[config.mk]
export PLATFORM = sky130hd
export DESIGN_NAME = lpm_sequencer
export DESIGN_NICKNAME = d
export VERILOG_FILES = /design/src/rtl/lpm_pkg.sv /design/src/rtl/lpm_ctrl.sv /design/src/rtl/lpm_dpath.sv /design/src/rtl/lpm_sequencer.sv
export SDC_FILE = /design/constraint.sdc
export NUM_CORES = 1
export LEC_CHECK = 0
export ABC_AREA = 1
export ABC_CLOCK_PERIOD_IN_PS = 3650
export BUFFER_PORTS_ARGS = -buffer_cell sky130_fd_sc_hd__buf_2
export CAP_MARGIN = 40
export CORE_MARGIN = 5
export CORE_UTILIZATION = 30
export CTS_CLUSTER_SIZE = 24
export DETAILED_ROUTE_END_ITERATION = 7
export SYNTH_ARGS = -nofsm -noshare
export SYNTH_HDL_FRONTEND = slang
export SYNTH_SLANG_ARGS = --single-unit
[constraint.sdc]
create_clock -name clk -period 3.65 [get_ports clk]
set_input_delay 0.5475 -clock clk [delete_from_list [all_inputs] [get_ports clk]]
set_output_delay 0.5475 -clock clk [all_outputs]
set_load 0.005 [all_outputs]
[src/rtl/lpm_pkg.sv]
package lpm_pkg;

  typedef enum logic [2:0] {
    ST_RESET  = 3'd0,
    ST_RUN    = 3'd1,
    ST_SLEEP  = 3'd2,
    ST_SWSTBY = 3'd3,
    ST_SETTLE = 3'd4,
    ST_HWSTBY = 3'd5
  } lpm_state_e;

  // strobes from control to datapath
  typedef struct packed {
    logic run;
    logic sleep;
    logic swStby;
    logic settle;
    logic hwStby;
    logic reset;
    logic cntLoad;
    logic modWrEn;
    logic modClr;
  } lpm_ctl_t;

  localparam logic [1:0] PIN_DRIVE = 2'b00;
  localparam logic [1:0] PIN_HIGH  = 2'b01;
  localparam logic [1:0] PIN_HIZ   = 2'b10;

endpackage

[src/rtl/lpm_ctrl.sv]
module lpm_ctrl
  import lpm_pkg::*;
#(
  parameter int NEXT = 3
) (
  input  logic            clk,
  input  logic            stbyN,
  input  logic            rstN,
  input  logic            sleepStb,
  input  logic            swStbySel,
  input  logic            nmi,
  input  logic [NEXT-1:0] extIrq,
  input  logic            intReq,
  input  logic            cntZero,
  output lpm_ctl_t        ctl
);

  lpm_state_e state, nextState;
  logic stbyWake, sleepWake;

  assign stbyWake  = nmi | (|extIrq);
  assign sleepWake = stbyWake | intReq;

  always_comb begin
    nextState = state;
    if (state == ST_HWSTBY) begin
      if (!rstN) nextState = ST_RESET;
    end else if (!rstN) begin
      nextState = ST_RESET;
    end else begin
      unique case (state)
        ST_RESET:  nextState = ST_RUN;
        ST_RUN:    if (sleepStb) nextState = swStbySel ? ST_SWSTBY : ST_SLEEP;
        ST_SLEEP:  if (sleepWake) nextState = ST_RUN;
        ST_SWSTBY: if (stbyWake) nextState = ST_SETTLE;
        ST_SETTLE: if (cntZero) nextState = ST_RUN;
        default:   nextState = ST_RESET;
      endcase
    end
  end

  always_ff @(posedge clk or negedge stbyN) begin
    if (!stbyN) state <= ST_HWSTBY;
    else        state <= nextState;
  end

  always_comb begin
    ctl         = '0;
    ctl.run     = (state == ST_RUN);
    ctl.sleep   = (state == ST_SLEEP);
    ctl.swStby  = (state == ST_SWSTBY);
    ctl.settle  = (state == ST_SETTLE);
    ctl.hwStby  = (state == ST_HWSTBY);
    ctl.reset   = (state == ST_RESET);
    ctl.cntLoad = (state == ST_SWSTBY) && rstN && stbyWake;
    ctl.modWrEn = (state == ST_RUN) && rstN;
    ctl.modClr  = !rstN;
  end

endmodule

[src/rtl/lpm_dpath.sv]
module lpm_dpath
  import lpm_pkg::*;
#(
  parameter int NMOD = 6,
  parameter int CW   = 8
) (
  input  logic            clk,
  input  logic            stbyN,
  input  lpm_ctl_t        ctl,
  input  logic [CW-1:0]   settleCount,
  input  logic            modStbyWr,
  input  logic [NMOD-1:0] modStbyData,
  output logic            cntZero,
  output logic            cpuClkEn,
  output logic            periphClkEn,
  output logic [NMOD-1:0] modEn,
  output logic [NMOD-1:0] modRst,
  output logic [NMOD-1:0] modHiZ,
  output logic            rfshCntRst,
  output logic            rfshFullRst,
  output logic [1:0]      clkPinMode,
  output logic            portHiZ
);

  logic [CW-1:0]   settleCnt;
  logic [NMOD-1:0] modStbyReg;
  logic            active, allRst;

  // oscillator settling counter
  always_ff @(posedge clk or negedge stbyN) begin
    if (!stbyN)                         settleCnt <= '0;
    else if (ctl.cntLoad)               settleCnt <= settleCount;
    else if (ctl.settle && !cntZero)    settleCnt <= settleCnt - 1'b1;
  end
  assign cntZero = (settleCnt == '0);

  // module standby register
  always_ff @(posedge clk or negedge stbyN) begin
    if (!stbyN)                          modStbyReg <= '0;
    else if (ctl.modClr)                 modStbyReg <= '0;
    else if (modStbyWr && ctl.modWrEn)   modStbyReg <= modStbyData;
  end

  assign active      = ctl.run | ctl.sleep;
  assign allRst      = ctl.reset | ctl.swStby | ctl.settle | ctl.hwStby;
  assign cpuClkEn    = ctl.run;
  assign periphClkEn = active;
  assign rfshCntRst  = allRst;
  assign rfshFullRst = ctl.reset | ctl.hwStby;
  assign portHiZ     = ctl.hwStby;

  always_comb begin
    if (ctl.hwStby)                     clkPinMode = PIN_HIZ;
    else if (ctl.swStby || ctl.settle)  clkPinMode = PIN_HIGH;
    else                                clkPinMode = PIN_DRIVE;
  end

  for (genvar i = 0; i < NMOD; i++) begin : g_mod
    assign modEn[i]  = active & ~modStbyReg[i];
    assign modRst[i] = allRst | modStbyReg[i];
    assign modHiZ[i] = ctl.hwStby | modStbyReg[i];
  end

endmodule

[src/rtl/lpm_sequencer.sv]
module lpm_sequencer
  import lpm_pkg::*;
#(
  parameter int NMOD = 6,
  parameter int NEXT = 3,
  parameter int CW   = 8
) (
  input  logic            clk,
  input  logic            rstN,
  input  logic            stbyN,
  input  logic            sleepStb,
  input  logic            swStbySel,
  input  logic            nmi,
  input  logic [NEXT-1:0] extIrq,
  input  logic            intReq,
  input  logic [CW-1:0]   settleCount,
  input  logic            modStbyWr,
  input  logic [NMOD-1:0] modStbyData,
  output logic            cpuClkEn,
  output logic            periphClkEn,
  output logic [NMOD-1:0] modEn,
  output logic [NMOD-1:0] modRst,
  output logic [NMOD-1:0] modHiZ,
  output logic            rfshCntRst,
  output logic            rfshFullRst,
  output logic [1:0]      clkPinMode,
  output logic            portHiZ
);

  lpm_ctl_t ctl;
  logic     cntZero;

  lpm_ctrl #(.NEXT(NEXT)) u_ctrl (
    .clk(clk), .stbyN(stbyN), .rstN(rstN), .sleepStb(sleepStb),
    .swStbySel(swStbySel), .nmi(nmi), .extIrq(extIrq), .intReq(intReq),
    .cntZero(cntZero), .ctl(ctl)
  );

  lpm_dpath #(.NMOD(NMOD), .CW(CW)) u_dpath (
    .clk(clk), .stbyN(stbyN), .ctl(ctl), .settleCount(settleCount),
    .modStbyWr(modStbyWr), .modStbyData(modStbyData), .cntZero(cntZero),
    .cpuClkEn(cpuClkEn), .periphClkEn(periphClkEn), .modEn(modEn),
    .modRst(modRst), .modHiZ(modHiZ), .rfshCntRst(rfshCntRst),
    .rfshFullRst(rfshFullRst), .clkPinMode(clkPinMode), .portHiZ(portHiZ)
  );

endmodule

## Word-level counts from Yosys, hierarchy flattened

Index checks and enable logic that the tools add are counted.

- Flip-flop bits (word level): 17
- Latch bits: 0
- Memory bits (writable): 0
- ROM bits: 0
- Bits of input ports: 25
- Output and inout bits: 25
- Logic and storage cells: 73
- Memories kept: 0

- $add $sub $neg: 1
- $mul: 0
- Divide/modulo/power cells: 0
- $lt $le $gt $ge: 0
- Eq/ne operators: 11
- Shift operators: 0
- Mux-type cells: 15
- Bitwise logic cells: 31
- Reductions and logical operators: 12

Operator list:

| operator | number |
|---|---|
| 2-to-1 mux 3 bit | 7 |
| OR 1 bit | 19 |
| 2-to-1 mux 8 bit | 2 |
| case mux 3 bit (5 select lines) | 1 |
| 2-to-1 mux 6 bit | 2 |
| inequality test 3 bit (second input constant) | 4 |
| logical NOT 8 bit | 1 |
| subtractor 8 x 1 -> 8 bit (second input constant) | 1 |
| bitwise AND 1 bit | 6 |
| == test 3 x 2 -> 1 bit (second input constant) | 2 |
| == test 3 bit (second input constant) | 2 |
| inverter 1 bit | 6 |
| logical AND 1 bit | 5 |
| AND reduction 5 bit | 1 |
| == test 3 x 1 -> 1 bit (second input constant) | 1 |
| logical NOT 3 bit | 1 |
| OR reduction 3 bit | 1 |
| 2-to-1 mux 1 bit | 2 |
| 2-to-1 mux 2 bit | 1 |
| inequality test 2 x 1 -> 1 bit (second input constant) | 1 |
| inequality test 2 bit (second input constant) | 1 |
| nonzero test 2 bit | 1 |
| logical NOT 1 bit | 1 |
| logical OR 1 bit | 1 |

## Logic depth before layout (Yosys ltp)

Gate-level depths: netlist of the first run.

- Word-level depth: 7
- Gate-level depth with buffers: 10
- Depth with buffers taken out: 9

## Cells and area by module

A second synthesis of the first run with hierarchy kept.

- Cells, all modules: 195
- Area total of the unflattened synthesis: 1298.7 um2

Modules (own cells, without submodules):

| module | times used | cells an instance | area each (um2) | sequential area each (um2) |
|---|---|---|---|---|
| lpm_dpath | 1 | 147 | 1017.2 | 350.3 |
| lpm_ctrl | 1 | 48 | 281.5 | 77.6 |

## Least setup slack after synthesis of the first run

Ideal clock, no wire load.

- Kind: flip-flop to output port
- Start point: register u_ctrl.state[0]
- End point: output port modRst[0]
- Data arrival time: 1.146 ns
- Required time: 3.102 ns
- Setup slack: 1.957 ns
- Cell stages (with the launch flop): 6
- Buffers on the path: 0
- Cells stage by stage: dfstp_2 inv_2 nand2_1 o21ai_0 nor2_2 nand2_1

- Word-level cells in the longest chain between the ends: 5
- Elaborated cells between the ends (all ways): 8
- Those cells by class: eq/ne (3); bitwise (4); reduce/logical (1)

Ends and longest elaborated chain:

| item | RTL line | text |
|---|---|---|
| start: declaration | lpm_ctrl.sv:18 | `lpm_state_e state, nextState;` |
| start signal: assignment | lpm_ctrl.sv:44 | `else state <= nextState;` |
| == test 3 x 2 -> 1 bit or logical NOT 3 bit (tied branches) | lpm_ctrl.sv:51, lpm_ctrl.sv:54 |  |
| OR 1 bit (2 in a row) | lpm_dpath.sv:45 | `assign allRst = ctl.reset \| ctl.swStby \| ctl.settle \| ctl.hwStby;` |
| OR 1 bit * | lpm_dpath.sv:45 |  |
| OR 1 bit * | lpm_dpath.sv:60 | `assign modRst[i] = allRst \| modStbyReg[i];` |
| end: declaration | lpm_sequencer.sv:22 | `output logic [NMOD-1:0] modRst,` |

Mark *: on every way between the ends. The rest lies on a longest branch, timed or not.

## Worst setup path in the final report of the first run

- Start point: register u_ctrl.state[0]
- End point: output port modRst[2]

The elaborated chain is that of the path after synthesis.

==> results of run 1 <==
[per-stage QoR]
stage / area [µm²] / util [%] / power, W / cells / worst slack [ps]
after floorplan: 1150 / - / 0.000559 / 167 / 1960
after global routing: 1480 / 40.2 / 0.000917 / 265 / 1310
final: 1480 / 40.2 / 0.000839 / 265 / 1440
after global placement: 1440 / 38.9 / 0.000705 / 261 / 1770
after CTS: 1480 / 40.2 / 0.000853 / 265 / 1450
after detailed placement: 1440 / 38.9 / 0.000703 / 261 / 1740
[sequential cells by signal (all words and copies together) (netlist names)]
name and flops:
u_dpath.modStbyReg 6, u_dpath.settleCnt 8, u_ctrl.state 3
[cell usage in the layout, fill, tap and decap left out]
master	instances
a21oi_1	3
dfstp_2	2
xor2_1	1
inv_1	22
nor2_1	19
a211oi_1	1
inv_2	3
nand2_4	1
clkinv_2	1
nor3_1	1
o211ai_1	4
nand3_2	1
dfrtp_1	15
buf_2	49
nor3_2	1
nor2_2	4
or2_0	1
nand4_1	2
o21ai_0	14
nand3_1	22
o21ai_1	1
nand2_2	2
clkbuf_8	3
o21ai_4	1
ha_1	2
nand2_1	40
o22ai_1	1
[layer usage]
layer | track usage (%) | part of all wire [%] | routed length, µm
met2 | 17.8 | 43 | 1220
met5 | 0 | 0 | 0
met3 | 3.19 | 9.6 | 273
met1 | 14.2 | 45 | 1290
met4 | 4.38 | 1.8 | 52
[worst max-delay path, cell delays in order, from the launching register on]
cell     delay (ps)
dfstp_2         580
inv_2            70
nand2_1         110
o21ai_0         140
nor2_2          270
nand2_1          90
buf_2           140
[cell families (layout without fill, tap and decap cells)]
family,count (synthesis),in the layout,synth area share [%]
XOR/XNOR,1,1,0.759
AO/OA/AOI/OAI,25,25,13.0
buffers and inverters,28,78,10.2
adder cells (fa/ha/maj),2,2,2.17
AND/OR/NAND/NOR,94,94,36.8
flip-flops,17,17,37.1
[cell type report]
class | instances | area [µm²]
multi-input cells | 122 | 608
repair buffers | 49 | 245
flip-flops and latches | 17 | 428
well taps | 48 | 60.1
inverters | 25 | 93.8
clock inverters | 1 | 5.00
clock buffers | 3 | 41.3
fillers | 390 | 2210
[power breakdown]
group          switching [W]  total (W)  leakage, nW  internal [W]
logic               0.000235   0.000401        0.624      0.000166
clock network      0.0000678   0.000144       0.0255     0.0000759
registers          0.0000494   0.000294        0.214      0.000245
total               0.000352   0.000839        0.863      0.000487
[worst min path at each step]
stage / endpoint / slack (ps) / cells after the start
after floorplan: u_ctrl.state[1] / 250 / 0
after global placement: u_dpath.modStbyReg[0] / 500 / 1
after detailed placement: u_ctrl.state[0] / 500 / 2
after CTS: u_dpath.modStbyReg[0] / 220 / 1
after global routing: u_dpath.modStbyReg[0] / 240 / 1
final: u_dpath.modStbyReg[0] / 200 / 1
==> reports/results.ini, run 1 <==
[status]
status = finished clean

[routing]
drt-total-wl_um = 2830
wl_per_cell_um = 10.7
ant_nets = 0
drc = 0
drtIter0Drc = 29
vias = 1147
dr.pass1.iters = 4
vias_per_cell = 4.33

[sta]
period_share_pct = 60.5
setup_violations = 0
worst_pin_slew_ps = 686
finClkSkew_ps = 5.41
max_freq_mhz = 453
finalHoldViolations = 0
slew_headroom_pct = 54.1
hold_slack_ps = 204
rsz0062_at_grt = no
slew_viol_final = 0
period_needed_ps = 2210
tns_ps = 0

[hold_path]
hp-class = primary input to async pin

[final_layout]
nNetsFinal = 245
syn_to_final_growth_pct = 28.4
antenna_cells = 0
drive_gt1_share_pct = 31.3

[worst_setup_path]
crit_required_ps = 3100
r2r_end = u_dpath.settleCnt[3]
cp_max_fo = 7
r2r_slack_ps = 1830
reg2reg_depth = 7
cp-endpoint = modRst[2]
r2r_start = u_ctrl.state[2]
crit_type = flop to output pin
end_kind = output pin
worstSetupStartpointType = flop
startpoint = u_ctrl.state[0]
cp_data_arrival_time_ps = 1660

[yosys]
async_flop_share_pct = 100
synth_warnings = 0
synth-edff-count = 0
yosysMostFrequentCell = nand2_1
synth_top_area_share_pct = 32.5
synthTopCellsByCount = nand2_1, inv_1, nand3_1
synth_area_leaders = dfrtp_1, nand2_1, nand3_1, inv_1, nor2_1
syn_area_mm2 = 0.00115
yosysSeqAreaShare_pct = 37.1
syn_area_per_cell_um2 = 6.91
syn_inst = 167
ys_types = 27
synth_nets = 194
synth_seq_cells = 17
synth_top_cell_by_area = dfrtp_1
synth_ff_type = dfrtp_1

[placed_design]
dp_hpwl_um = 2250
gp_congestion = 0.815
io_buffers = 49

[floorplanning]
die_area_mm2 = 0.00519
start_util_pct = 31.3
ios = 50
die_h_um = 72.0
core_mm2 = 0.00369
row_count = 22
die_x_um = 72.0

[clock_network]
cts_hold_buf = 0
postCtsSetupBuffers = 0
root_buffer = clkbuf_8
cts_tree = done
htree_levels = 1
cts_buffers = 3
clk_pin_slew_worst_paths_ps = 70
clockBufferDepth = 2
post_cts_resized = 0
insertion_delay_ps = 260
cts_sinks = 17

[global_routing]
grt_pass1_vias = 1037
grt_pass1_wl_um = 4620
grt_max_degree = 21
grt_overflow = 0
grt_usage_pct = 11.1
antenna_found_initial = 0

[power_and_ir_drop]
p_leak_nw = 0.863
vdd_ir_drop_max_mv = 0.165
power_density_mw_per_mm2 = 566

[run]
cap_violations = 0

Note: power is estimated with default switching activity, not from simulation.
==> inputs of run 2 (changes only) <==
--- a/config.mk
+++ b/config.mk
@@ -6,7 +6,7 @@
 export NUM_CORES = 1
 export LEC_CHECK = 0
 export ABC_AREA = 1
-export ABC_CLOCK_PERIOD_IN_PS = 3650
+export ABC_CLOCK_PERIOD_IN_PS = 1800
 export BUFFER_PORTS_ARGS = -buffer_cell sky130_fd_sc_hd__buf_2
 export CAP_MARGIN = 40
 export CORE_MARGIN = 5
==> constraint.sdc (replaced) <==
create_clock -name clk -period 1.8 [get_ports clk]
set_input_delay 0.27 -clock clk [delete_from_list [all_inputs] [get_ports clk]]
set_output_delay 0.27 -clock clk [all_outputs]
set_load 0.005 [all_outputs]
==> reports/results.ini, run 2 (same netlist as run 1, synthesis figures left out) <==
[floorplanning]
start_util_pct = 31.3  ; unchanged
row_count = 22  ; unchanged
core_mm2 = 0.00369  ; unchanged
die_x_um = 72.0  ; unchanged
die_h_um = 72.0  ; unchanged
die_area_mm2 = 0.00519  ; unchanged
ios = 50  ; unchanged

[sta]
worst_pin_slew_ps = 417  ; -269 ps
period_needed_ps = 1700
max_freq_mhz = 587
finalWorstSetupSlack_ps = 97.5  ; -1350 ps
slew_viol_final = 0  ; unchanged
finClkSkew_ps = 2.62  ; -2.79 ps
slew_headroom_pct = 72.2  ; +18 points
finalHoldViolations = 0  ; unchanged
setup_violations = 0  ; unchanged
period_share_pct = 94.6

[power_and_ir_drop]
p_sw_share_pct = 42.1  ; +0.071 points
p_clk_share_pct = 16.3  ; -0.8 points
seq_power_share_pct = 33.7  ; -1.3 points
pwr-share-comb_pct = 50.0  ; +2.2 points
power.internal_w = 0.00103  ; +110%
power_density_mw_per_mm2 = 1130  ; +100%
p_leak_nw = 0.908  ; +5.2%
vdd_ir_drop_max_mv = 0.439  ; +170%
p_sw_w = 0.000748  ; +110%
p_total_w = 0.00178  ; +110%

[placed_design]
placed_area_mm2 = 0.00147  ; +2.6%
placedCellCount = 266  ; +1.9%
gp_congestion = 0.876  ; +7.4%
pre_cts_ws_ps = 204  ; -1530 ps
io_buffers = 49  ; unchanged
dp_hpwl_um = 2400  ; +6.7%

[worst_setup_path]
crit_type = flop to output pin
end_kind = output pin
worstSetupStartpointType = flop
cp_max_fo = 7  ; unchanged
crit_required_ps = 1530  ; -1570 ps
cp_data_arrival_time_ps = 1430  ; -230 ps

[routing]
ant_nets = 0  ; unchanged
vias = 1226  ; +6.9%
drtIter0Drc = 54  ; +86%
vias_per_cell = 4.49  ; +3.8%
drc = 0  ; unchanged
wl_per_cell_um = 11.2  ; +5.0%
dr.pass1.iters = 4  ; unchanged
drt-total-wl_um = 3060  ; +8.1%

[final_layout]
layout_commonest_cell = buf_2
largest_reg_flops = 8  ; unchanged
largest_register = u_dpath.settleCnt
nNetsFinal = 253  ; +3.3%
design_area_mm2 = 0.00157  ; +6.1%
drive_gt1_share_pct = 36.0  ; +4.7 points
fillers = 414  ; +6.2%
final_cell_mix = buf_2, nand2_1, inv_1
fin_cells = 273  ; +3.0%
syn_to_final_growth_pct = 36.2
utilization_pct = 42.6  ; +2.4 points
antenna_cells = 0  ; unchanged
largestRegisters = u_dpath.settleCnt x8, u_dpath.modStbyReg x6, u_ctrl.state x3

[clock_network]
cts_sinks = 17  ; unchanged
clockBufferDepth = 2  ; unchanged
htree_levels = 1  ; unchanged
insertion_delay_ps = 250  ; about the same
cts_tree = done
cts_buffers = 3  ; unchanged
clk_pin_slew_worst_paths_ps = 70  ; about the same
root_buffer = clkbuf_8

[hold_path]
hp-class = primary input to flop

[run]
cap_violations = 0  ; unchanged

[global_routing]
grt_pass1_vias = 1161  ; +12%
grt_max_degree = 18  ; -14%
antenna_found_initial = 0  ; unchanged
grt_pass1_wl_um = 4980  ; +7.7%
grt_overflow = 0  ; unchanged
grt_usage_pct = 11.9  ; +0.82 points

[status]
status = finished clean

==> run 2: routing by layer <==
layer,vias up,GRT usage (%),share of wire (%)
met2,38,20.3,47
met1,533,14.7,45
met5,-,0,0
met4,0,3.97,0.62
li1,653,-,-
met3,2,3.05,7.7
==> run 2: through the flow <==
step	hold WS, ps	TNS (ps)
final	251	0
after global routing	263	-4.27
after CTS	251	0
after detailed placement	224	0
after global placement	221	0
after floorplan	-25.6	0
==> run 2: timing repair <==
item | in CTS | in global routing
hold buffers | 1 | 0
setup buffers | 1 | 1
resized for setup | 3 | 7
hold endpoints to repair | 15 | 0
endpoints found under the setup margin | 7 | 13
pin swaps | 1 | 1
==> run 2: final timing paths <==
kind                                 start               endpoint  slack, ps  cells past startpoint
max                        u_ctrl.state[0]              modRst[4]        100                      6
min                         modStbyData[3]  u_dpath.modStbyReg[3]        250                      3
max reg2reg                u_ctrl.state[0]   u_dpath.settleCnt[7]        220                      8
min reg2reg                u_ctrl.state[0]        u_ctrl.state[0]        500                      2
max in group asynchronous            stbyN        u_ctrl.state[2]        980                      2
min in group asynchronous            stbyN  u_dpath.modStbyReg[0]        490                      2
==> run 2: layout make-up <==
class                   instances  area [µm²]  area share [%]
clock buffers                   3        41.3            2.63
clock inverters                 1        5.00           0.318
inverters                      25        96.3            6.13
multi-input cells             122         633            40.3
flip-flops and latches         17         428            27.2
well taps                      48        60.1            3.82
repair buffers                 57         308            19.6
==> run 2: power by group through the flow <==
stage	Sequential (W)	Combinational (W)	Clock [W]
4_1_cts	0.000592	0.000876	0.000300
3_5_place_dp	0.000599	0.000858	0
3_3_place_gp	0.000601	0.000851	0
2_1_floorplan	0.000581	0.000553	0
5_1_grt	0.000610	0.00102	0.000313
6_report	0.000599	0.000889	0.000291
==> run 2: worst max-delay path, stage by stage, from the launching register on <==
cell,delay (ps)
dfstp_2,570
inv_2,70
nand2_2,100
o21ai_2,90
nor2_4,170
nand2_1,60
buf_2,120
